`config.mk`:
```
export PLATFORM = sky130hd
export DESIGN_NAME = vid_startup_seq
export DESIGN_NICKNAME = d
export VERILOG_FILES = /design/src/rtl/vid_seq_pkg.sv /design/src/rtl/vid_tick_gen.sv /design/src/rtl/vid_ramp.sv /design/src/rtl/vid_seq_ctrl.sv /design/src/rtl/vid_startup_seq.sv
export SDC_FILE = /design/constraint.sdc
export NUM_CORES = 1
export LEC_CHECK = 0
export ABC_AREA = 1
export CAP_MARGIN = 30
export CELL_PAD_IN_SITES_DETAIL_PLACEMENT = 1
export CELL_PAD_IN_SITES_GLOBAL_PLACEMENT = 1
export CORE_MARGIN = 2
export CORE_UTILIZATION = 35
export DETAILED_ROUTE_END_ITERATION = 12
export PLACE_DENSITY = 0.85
export SKIP_LAST_GASP = 1
export SLEW_MARGIN = 40
export SYNTH_ARGS = -nofsm -noshare
export SYNTH_HDL_FRONTEND = slang
export SYNTH_SLANG_ARGS = --single-unit
```
`constraint.sdc`:
```
create_clock -name clk -period 2.35 [get_ports clk]
set_clock_uncertainty 0.2 [all_clocks]
set_input_delay 0.3525 -clock clk [delete_from_list [all_inputs] [get_ports clk]]
set_output_delay 0.3525 -clock clk [all_outputs]
set_load 0.05 [all_outputs]
```
`src/rtl/vid_seq_pkg.sv`:
```
package vid_seq_pkg;
  typedef enum logic [1:0] {
    ST_OFF  = 2'd0,
    ST_SOFT = 2'd1,
    ST_ON   = 2'd2
  } seq_state_t;
endpackage

```
`src/rtl/vid_tick_gen.sv`:
```
module vid_tick_gen #(
  parameter int PRESCALE = 250
) (
  input  logic clk,
  input  logic rst_n,
  input  logic run,
  output logic tick
);
  localparam int CNT_W = (PRESCALE > 1) ? $clog2(PRESCALE) : 1;
  localparam logic [CNT_W-1:0] LAST = CNT_W'(PRESCALE - 1);

  logic [CNT_W-1:0] cnt;

  assign tick = run && (cnt == LAST);

  always_ff @(posedge clk) begin
    if (!rst_n || !run || tick) cnt <= '0;
    else                        cnt <= cnt + 1'b1;
  end
endmodule

```
`src/rtl/vid_ramp.sv`:
```
module vid_ramp #(
  parameter int CODE_W = 8
) (
  input  logic              clk,
  input  logic              rst_n,
  input  logic              run,
  input  logic              tick,
  input  logic [CODE_W-1:0] target,
  output logic [CODE_W-1:0] ref_q
);
  always_ff @(posedge clk) begin
    if (!rst_n || !run)              ref_q <= '0;
    else if (tick && ref_q < target) ref_q <= ref_q + 1'b1;
    else if (tick && ref_q > target) ref_q <= ref_q - 1'b1;
  end

  // at most one code per cycle while running
  p_one_lsb_r3: assert property (@(posedge clk) disable iff (!rst_n)
    (run && $past(run)) |-> (ref_q == $past(ref_q) ||
      ref_q == $past(ref_q) + 1'b1 || ref_q == $past(ref_q) - 1'b1));

  // the reference only moves on a tick
  p_step_on_tick_r3: assert property (@(posedge clk) disable iff (!rst_n)
    (run && $past(run) && ref_q != $past(ref_q)) |-> $past(tick));
endmodule

```
`src/rtl/vid_seq_ctrl.sv`:
```
module vid_seq_ctrl
  import vid_seq_pkg::*;
#(
  parameter int                  CODE_W     = 8,
  parameter logic [4*CODE_W-1:0] BOOT_TABLE = {8'd40, 8'd30, 8'd20, 8'd10}
) (
  input  logic              clk,
  input  logic              rst_n,
  input  logic              por_ok,
  input  logic              enable,
  input  logic              cpu_rdy,
  input  logic [1:0]        boot_sel,
  input  logic              cmd_valid,
  input  logic [CODE_W-1:0] cmd_code,
  input  logic [CODE_W-1:0] ref_q,
  output logic              cmd_ready,
  output logic [CODE_W-1:0] target,
  output logic              run,
  output logic              pgood
);
  seq_state_t        state;
  logic              en_q;
  logic [CODE_W-1:0] hold_code;
  logic [CODE_W-1:0] boot_lookup;

  assign boot_lookup = BOOT_TABLE[boot_sel*CODE_W +: CODE_W];
  assign run         = (state != ST_OFF);
  assign cmd_ready   = (state == ST_ON) && cpu_rdy;

  always_ff @(posedge clk) begin
    if (!rst_n) begin
      state     <= ST_OFF;
      en_q      <= 1'b0;
      hold_code <= '0;
      target    <= '0;
      pgood     <= 1'b0;
    end else begin
      en_q <= enable;
      if (!por_ok) begin
        state     <= ST_OFF;
        hold_code <= '0;
        target    <= '0;
        pgood     <= 1'b0;
      end else begin
        unique case (state)
          ST_OFF: if (enable && !en_q) begin
            hold_code <= boot_lookup;
            target    <= boot_lookup;
            state     <= ST_SOFT;
          end
          ST_SOFT: if (!enable) begin
            state <= ST_OFF;
          end else if (ref_q == target) begin
            pgood <= 1'b1;
            state <= ST_ON;
          end
          ST_ON: if (!enable) begin
            state <= ST_OFF;
            pgood <= 1'b0;
          end else if (!cpu_rdy) begin
            target <= hold_code;
          end else if (cmd_valid) begin
            target <= cmd_code;
          end
          default: state <= ST_OFF;
        endcase
      end
    end
  end

  p_por_shutdown_r10: assert property (@(posedge clk) disable iff (!rst_n)
    !por_ok |=> (!run && !pgood));

  p_enable_fall_r9: assert property (@(posedge clk) disable iff (!rst_n)
    (run && !enable) |=> (!run && !pgood));

  p_pgood_drv_r4: assert property (@(posedge clk) disable iff (!rst_n)
    pgood |-> run);

  p_ready_gate_r5: assert property (@(posedge clk) disable iff (!rst_n)
    cmd_ready |-> (pgood && cpu_rdy));
endmodule

```
`src/rtl/vid_startup_seq.sv`:
```
module vid_startup_seq #(
  parameter int                  CODE_W     = 8,
  parameter int                  PRESCALE   = 250,
  parameter logic [4*CODE_W-1:0] BOOT_TABLE = {8'd40, 8'd30, 8'd20, 8'd10}
) (
  input  logic              clk,
  input  logic              rst_n,
  input  logic              por_bias_ok,
  input  logic              por_vin_ok,
  input  logic              enable,
  input  logic              cpu_rdy,
  input  logic              cfg_a,
  input  logic              cfg_b,
  input  logic              cmd_valid,
  input  logic [CODE_W-1:0] cmd_code,
  output logic              cmd_ready,
  output logic [CODE_W-1:0] ref_code,
  output logic              pgood,
  output logic              drv_en
);
  logic              por_ok;
  logic              run;
  logic              tick;
  logic [CODE_W-1:0] target;
  logic [CODE_W-1:0] ref_q;

  assign por_ok   = por_bias_ok && por_vin_ok;
  assign drv_en   = run;
  assign ref_code = run ? ref_q : '0;

  vid_seq_ctrl #(.CODE_W(CODE_W), .BOOT_TABLE(BOOT_TABLE)) u_ctrl (
    .clk(clk), .rst_n(rst_n), .por_ok(por_ok), .enable(enable),
    .cpu_rdy(cpu_rdy), .boot_sel({cfg_b, cfg_a}), .cmd_valid(cmd_valid),
    .cmd_code(cmd_code), .ref_q(ref_q), .cmd_ready(cmd_ready),
    .target(target), .run(run), .pgood(pgood)
  );

  vid_tick_gen #(.PRESCALE(PRESCALE)) u_tick (
    .clk(clk), .rst_n(rst_n), .run(run), .tick(tick)
  );

  vid_ramp #(.CODE_W(CODE_W)) u_ramp (
    .clk(clk), .rst_n(rst_n), .run(run), .tick(tick),
    .target(target), .ref_q(ref_q)
  );

  // outputs quiet while either POR flag is low
  p_quiet_no_por_r1: assert property (@(posedge clk) disable iff (!rst_n)
    !por_ok |=> (ref_code == '0 && !drv_en && !cmd_ready));
endmodule

```
# Yosys cells after proc, flatten, opt, wreduce, memory -nomap -nowiden
# Index checks and enable logic that the tools add are counted.
[word_totals]
word_cells = 62
regBits = 36
inputBits = 17
out_inout_bits = 11
[op_classes]
addsub = 3
n_reduce_logical = 21
n_shift = 1
mux = 17
eq_ne = 11
n_lt_le_gt_ge = 2
[op_table]
columns = ["op", "count"]
rows = [
  ["$mux 8", 7],
  ["$shiftx 32x6->8 const A", 1],
  ["$add 8x1->8 const B", 2],
  ["$pmux 8 s2", 1],
  ["$eq 8x8->1", 1],
  ["$eq 8x8->1 const B", 1],
  ["$gt 8x8->1", 1],
  ["$lt 8x8->1", 1],
  ["$mux 2", 4],
  ["$reduce_and 4->1", 2],
  ["$reduce_bool 2->1", 4],
  ["$sub 8x1->8 const B", 1],
  ["$logic_and 1x1->1", 6],
  ["$ne 2x2->1 const B", 3],
  ["$pmux 2 s3", 1],
  ["$ne 2x1->1 const B", 2],
  ["$reduce_and 2->1", 2],
  ["$logic_not 1->1", 3],
  ["$mux 1", 3],
  ["$ne 3x2->1 const B", 1],
  ["$ne 3x3->1 const B", 1],
  ["$reduce_and 3->1", 1],
  ["$eq 2x1->1 const B", 1],
  ["$eq 2x2->1 const B", 1],
  ["3 further kinds", 4],
]

# Logic depth before layout (Yosys ltp)
[logic_depth]
depth_word = 5
ltp_mapped = 21
ltp_nobuf = 21

# By module
# From an unflattened synthesis, not the netlist that was laid out.
[hier_totals]
hier_cells = 320
hier_area_um2 = 2203.4
[by_module_without_submodules]
columns = ["mod", "seq_area_each_um2", "instances", "area_per_inst_um2", "cells_each"]
rows = [
  ["vid_seq_ctrl", 320.3, 1, 928.4, 135],
  ["vid_ramp", 160.2, 1, 809.5, 112],
  ["vid_tick_gen", 160.2, 1, 392.9, 54],
  ["vid_startup_seq", 0.0, 1, 72.6, 19],
]

# Least setup slack after synthesis
# No wires, ideal clock.
[synth_timing]
kind = "register -> register"
startpoint = "register u_ramp.ref_q[5]"
endpoint = "register u_ramp.ref_q[7]"
required_ns = 2.037
t_arrival_ns = 2.240
path_slack_ns = -0.202
setup_ns = 0.113
n_path_buf = 0
path_stages_with_launch = 18
period_less_slack_ns = 2.552
cell_sequence = "dfxtp_1 > ha_1 > nand2_1 > nand2_1 > nand2_1 > nand2_1 > nor2_4 > nand2_4 > ha_1 > or2_2 > nand2_1 > nor2_1 > nor2_1 > nand3_1 > nand3_1 > nand2_1 > nand2_1 > nor2_1"
[synth_between]
elab_chain_cells = 3
elab_cells_between_ends = 9
classes_between = "add/sub: 2; order compare: 2; mux: 2; reduce/logical: 3"
[synth_lines]
columns = ["element", "line", "rtl"]
rows = [
  ["start: declaration", "vid_ramp.sv:9", "output logic [CODE_W-1:0] ref_q"],
  ["start signal: assignment", "vid_ramp.sv:13", "else if (tick && ref_q < target) ref_q <= ref_q + 1'b1;"],
  ["start signal: assignment", "vid_ramp.sv:14", "else if (tick && ref_q > target) ref_q <= ref_q - 1'b1;"],
  ["$sub 8x1->8, or another cell as far along", "vid_ramp.sv:14", ""],
  ["$mux 8, or another cell as far along", "vid_ramp.sv:14", ""],
  ["$mux 8 or $reduce_bool 2->1 (tied branches)", "-", ""],
]
# Several ways; a longest one is shown, not always the timed one. The select of a mux whose other input is x is not followed.
# A chain may end at the register's enable or synchronous reset.

# Worst setup path after layout
[layout_timing]
startpoint = "register u_ctrl.target[6]"
endpoint = "register u_ramp.ref_q[7]"
[layout_between]
elab_chain_cells = 3
elab_cells_between_ends = 6
classes_between = "order compare: 2; mux: 1; reduce/logical: 3"
[layout_lines]
columns = ["element", "line", "rtl"]
rows = [
  ["start: declaration", "vid_seq_ctrl.sv:17", "output logic [CODE_W-1:0] target,"],
  ["start signal: assignment", "vid_seq_ctrl.sv:48", "target <= boot_lookup;"],
  ["start signal: assignment", "vid_seq_ctrl.sv:61", "target <= hold_code;"],
  ["start signal: assignment", "vid_seq_ctrl.sv:63", "target <= cmd_code;"],
  ["$lt 8x8->1 or $gt 8x8->1 (tied branches)", "vid_ramp.sv:13, vid_ramp.sv:14", ""],
  ["$logic_and 1x1->1, on equally long branches", "vid_ramp.sv:13, vid_ramp.sv:14", ""],
  ["$mux 8 or $reduce_bool 2->1 (tied branches)", "-", ""],
]
# Several ways; a longest one is shown, not always the timed one.

==> implementation parameters <==
Parameter                              Value

Power and ir drop
  Max rail drop VDD    0.436 mV
  Portion of total power attributed to combinational logic    12.6%
  Net switching fraction of the power    27.2%
  Internal Dissipation    855 uW
  P_leak    1.32 nW
  Switching power total    319 uW
  Part of the power in registers    47.2%
  Clk pwr share    40.3%
  Power density over the cells    381 nW/um2
  Total power after layout    1.17 mW

Worst setup path
  Type of element capturing the critical path    flop
  Biggest fanout along the worst timing path    5
  Worst path bufs/invs    3
  Worst EP required    2.34 ns
  Data arrival at the endpoint of the critical path    2.68 ns
  Startpoint types    flop
  Setup Crit Path Kind    flop to flop
  Crit-path cells    inv_2, ha_4, nand2_4, inv_4, nand2_4, nand2_4, nor2_4, nand2_4, buf_6, ha_4, nand4_1, o21ai_1, nand2_1, nand3_1, nand2_1, nand2_1, nor2_1
  Family of cells with the greatest summed delay on the critical path    simple AND/OR/NAND/NOR gates
  Worst path max stage delay    0.35 ns
  Crit path top cell by count    nand2_4
  Slowest CP cell    dfxtp_2

Logic synthesis
  Cells after synthesis    272
  Fraction of synthesized cell area taken by the top area cell type    32.4%
  Most instantiated library cell after synthesis    nand2_1
  Leading cell types by count after synthesis    nand2_1, inv_1, dfxtp_1, nor2_1, a21oi_1
  Proportion of synthesized chip area in sequential cells    32.4%
  Net count after synthesis    309
  Biggest area contributors in the synthesized netlist    dfxtp_1, ha_1, nand2_1
  FFs w/ async S/R, synth    0%
  Flop and latch count out of synthesis    32
  Average cell area after synthesis    7.27 um2
  Netlist cell types    35
  Mapped Area    1980 um2
  Largest area contributor in the netlist    dfxtp_1
  Warning count from the yosys run    0
  Number of enable flip-flop cells after synthesis    0
  Post-synth top flop    dfxtp_1

Drt
  Via count    2339
  Initial DRT Pass Iterations    4
  Drc violations    0
  Routed Wire Length    8.70 mm
  Detailed router's first-iteration violation count    152
  Via density per instance    5.48
  Antenna viol nets, final    0
  Routed wire per std cell    20.4 um

STA
  Clock period minus final worst setup slack    2.69 ns
  Count of endpoints failing hold in the final timing report    0
  Max frequency    372 MHz
  Share of the cycle needed by the critical path after routing    114%
  Slew at the pin with the worst max-slew slack    0.497 ns
  Final Setup Violations    5
  Setup repair after global routing missed its margin    true
  Final worst-path setup slack    -0.338 ns
  Worst slew margin relative to its limit    66.8%
  Max-slew violations    0

Floorplanning
  Area of the die    6270 um2
  Area of the core    5470 um2
  Number of top-level pins    28
  Die X    79.2 um
  Height of the chip    79.2 um
  Placement row count    27
  Effective utilization at floorplan    36.1%

Cells and area
  Register cell area after layout    653 um2
  Final-stage net count    391
  Combined area of the multi-input logic cells    1410 um2
  FILL cells    675
  Area grow syn2layout    55.8%
  Antenna diodes    0
  Share of cells above drive strength 1    38.3%

Global route
  Antenna violations before repair    0
  Vias in the first global route    2397
  Largest net degree at the start of global routing    16
  Global-route wire length before repair    13.0 mm
  GRT Util Overall    27.8%
  Sum of overflow across all layers after global routing    0

Run
  Number of max-cap violations    0

Worst hold path
  Worst Hold Class    flop to flop

Clock network
  Buffers from clock root to sink, at most    2
  Clock sink count    32
  Clock tree root driver cell    clkbuf_8
  TritonCTS buffer count    5
  Maximum level of the CTS H-tree    2
  Post-CTS clock slew at the launch and capture registers of the worst setup and hold paths    0.08 ns
  Clock tree from TritonCTS    built
  Clock insertion delay at the later pin of the skew report    0.30 ns

Placed design
  Setup WS pre-CTS    -0.227 ns
  RePlAce Congestion    0.826
  Port Buffer Count    27
  Detail Placement HPWL    4.58 mm

Status
  Violations in the final reports    setup timing
  Result of the run    finished with violations
stage by stage:
step           util [%]  std cells  instance area (um2)  TNS (ns)  hold WS [ns]
2_1_floorplan         -        272                 2020         0         0.239
3_5_place_dp       47.9        404                 2620    -0.719         0.267
4_1_cts            52.9        418                 2900    -0.576         0.282
5_1_grt            56.3        427                 3080     -1.78         0.313
3_3_place_gp       47.9        404                 2620    -0.258         0.254
6_report           56.3        427                 3080     -1.42         0.286
worst paths after layout:
kind	start	cells past startpoint	to	slack [ns]
worst max register to register	u_ctrl.target[6]	17	u_ramp.ref_q[7]	-0.34
worst min-delay path	u_ctrl.target[0]	2	u_ctrl.target[0]	0.29
worst min register to register	u_ctrl.target[0]	2	u_ctrl.target[0]	0.29
worst max-delay path	u_ctrl.target[6]	17	u_ramp.ref_q[7]	-0.34
tightest hold or removal path: stages (launching register included):
cell and delay, ns:
dfxtp_1 0.32, nand2_1 0.06, a21oi_1 0.05
logic make-up after synthesis:
logic type,after synthesis,synth area share (%)
compound gates,55,16.1
xor+xnor,5,2.22
fa+ha+maj,20,13.0
buf+inv,49,9.94
flops,32,32.4
simple gates,111,26.3
layer usage:
metal	up-vias	wire [um]	track usage (%)
met1	1171	3660	31.1
li1	1049	-	-
met5	-	0	0
met4	0	386	15.9
met3	32	303	5.00
met2	87	4350	49.2
layout by cell type, fill, tap and decap left out, types with 4 or more instances in the layout:
cell type,Yosys,final
buf_4,0,57
inv_1,43,36
nand2_1,47,35
nor2_1,32,26
dfxtp_1,32,22
a21oi_1,23,21
clkdlybuf4s50_1,0,17
ha_4,0,11
o21ai_0,11,10
dfxtp_2,0,10
nand2_2,2,9
a211oi_1,9,9
nand2_4,2,8
ha_1,19,8
inv_2,1,7
nand3_1,7,7
nand4_1,6,6
clkbuf_8,0,6
nor2_4,2,5
nor2_2,2,5
o21ai_1,4,5
nor3_1,4,4
sequential cells by signal (all words and copies together), names as in the netlist:
name / flops
u_tick.cnt: 8
u_ctrl.en_q: 1
u_ctrl.hold_code: 4
u_ctrl.target: 8
u_ctrl.state: 2
u_ramp.ref_q: 8
u_ctrl.pgood: 1
power groups by stage:
stage	clock network, mW	logic, mW	registers (mW)
floorplan	0	0.0537	0.564
detailed placement	0	0.117	0.564
global placement	0	0.111	0.564
finish	0.473	0.147	0.554
global route	0.499	0.157	0.554
CTS	0.474	0.131	0.553
area by class of cell:
cell class                      count  area share (%)
Multi-Input combinational cell    192            45.7
Timing Repair Buffer               78            21.4
Sequential cell                    32            21.2
Inverter                           45            5.65
Tap cell                           72            2.92
Clock buffer                        7            2.80
Clock inverter                      1           0.244
what timing repair did:
item | CTS | global route
gates cloned | 1 | 0
resized for setup | 35 | 25
buffers inserted | 5 | 9
hold buffers | 0 | 0
endpoints found under the setup margin | 6 | 7
pin swaps | 20 | 28
Power figures use the tool's default switching activity.
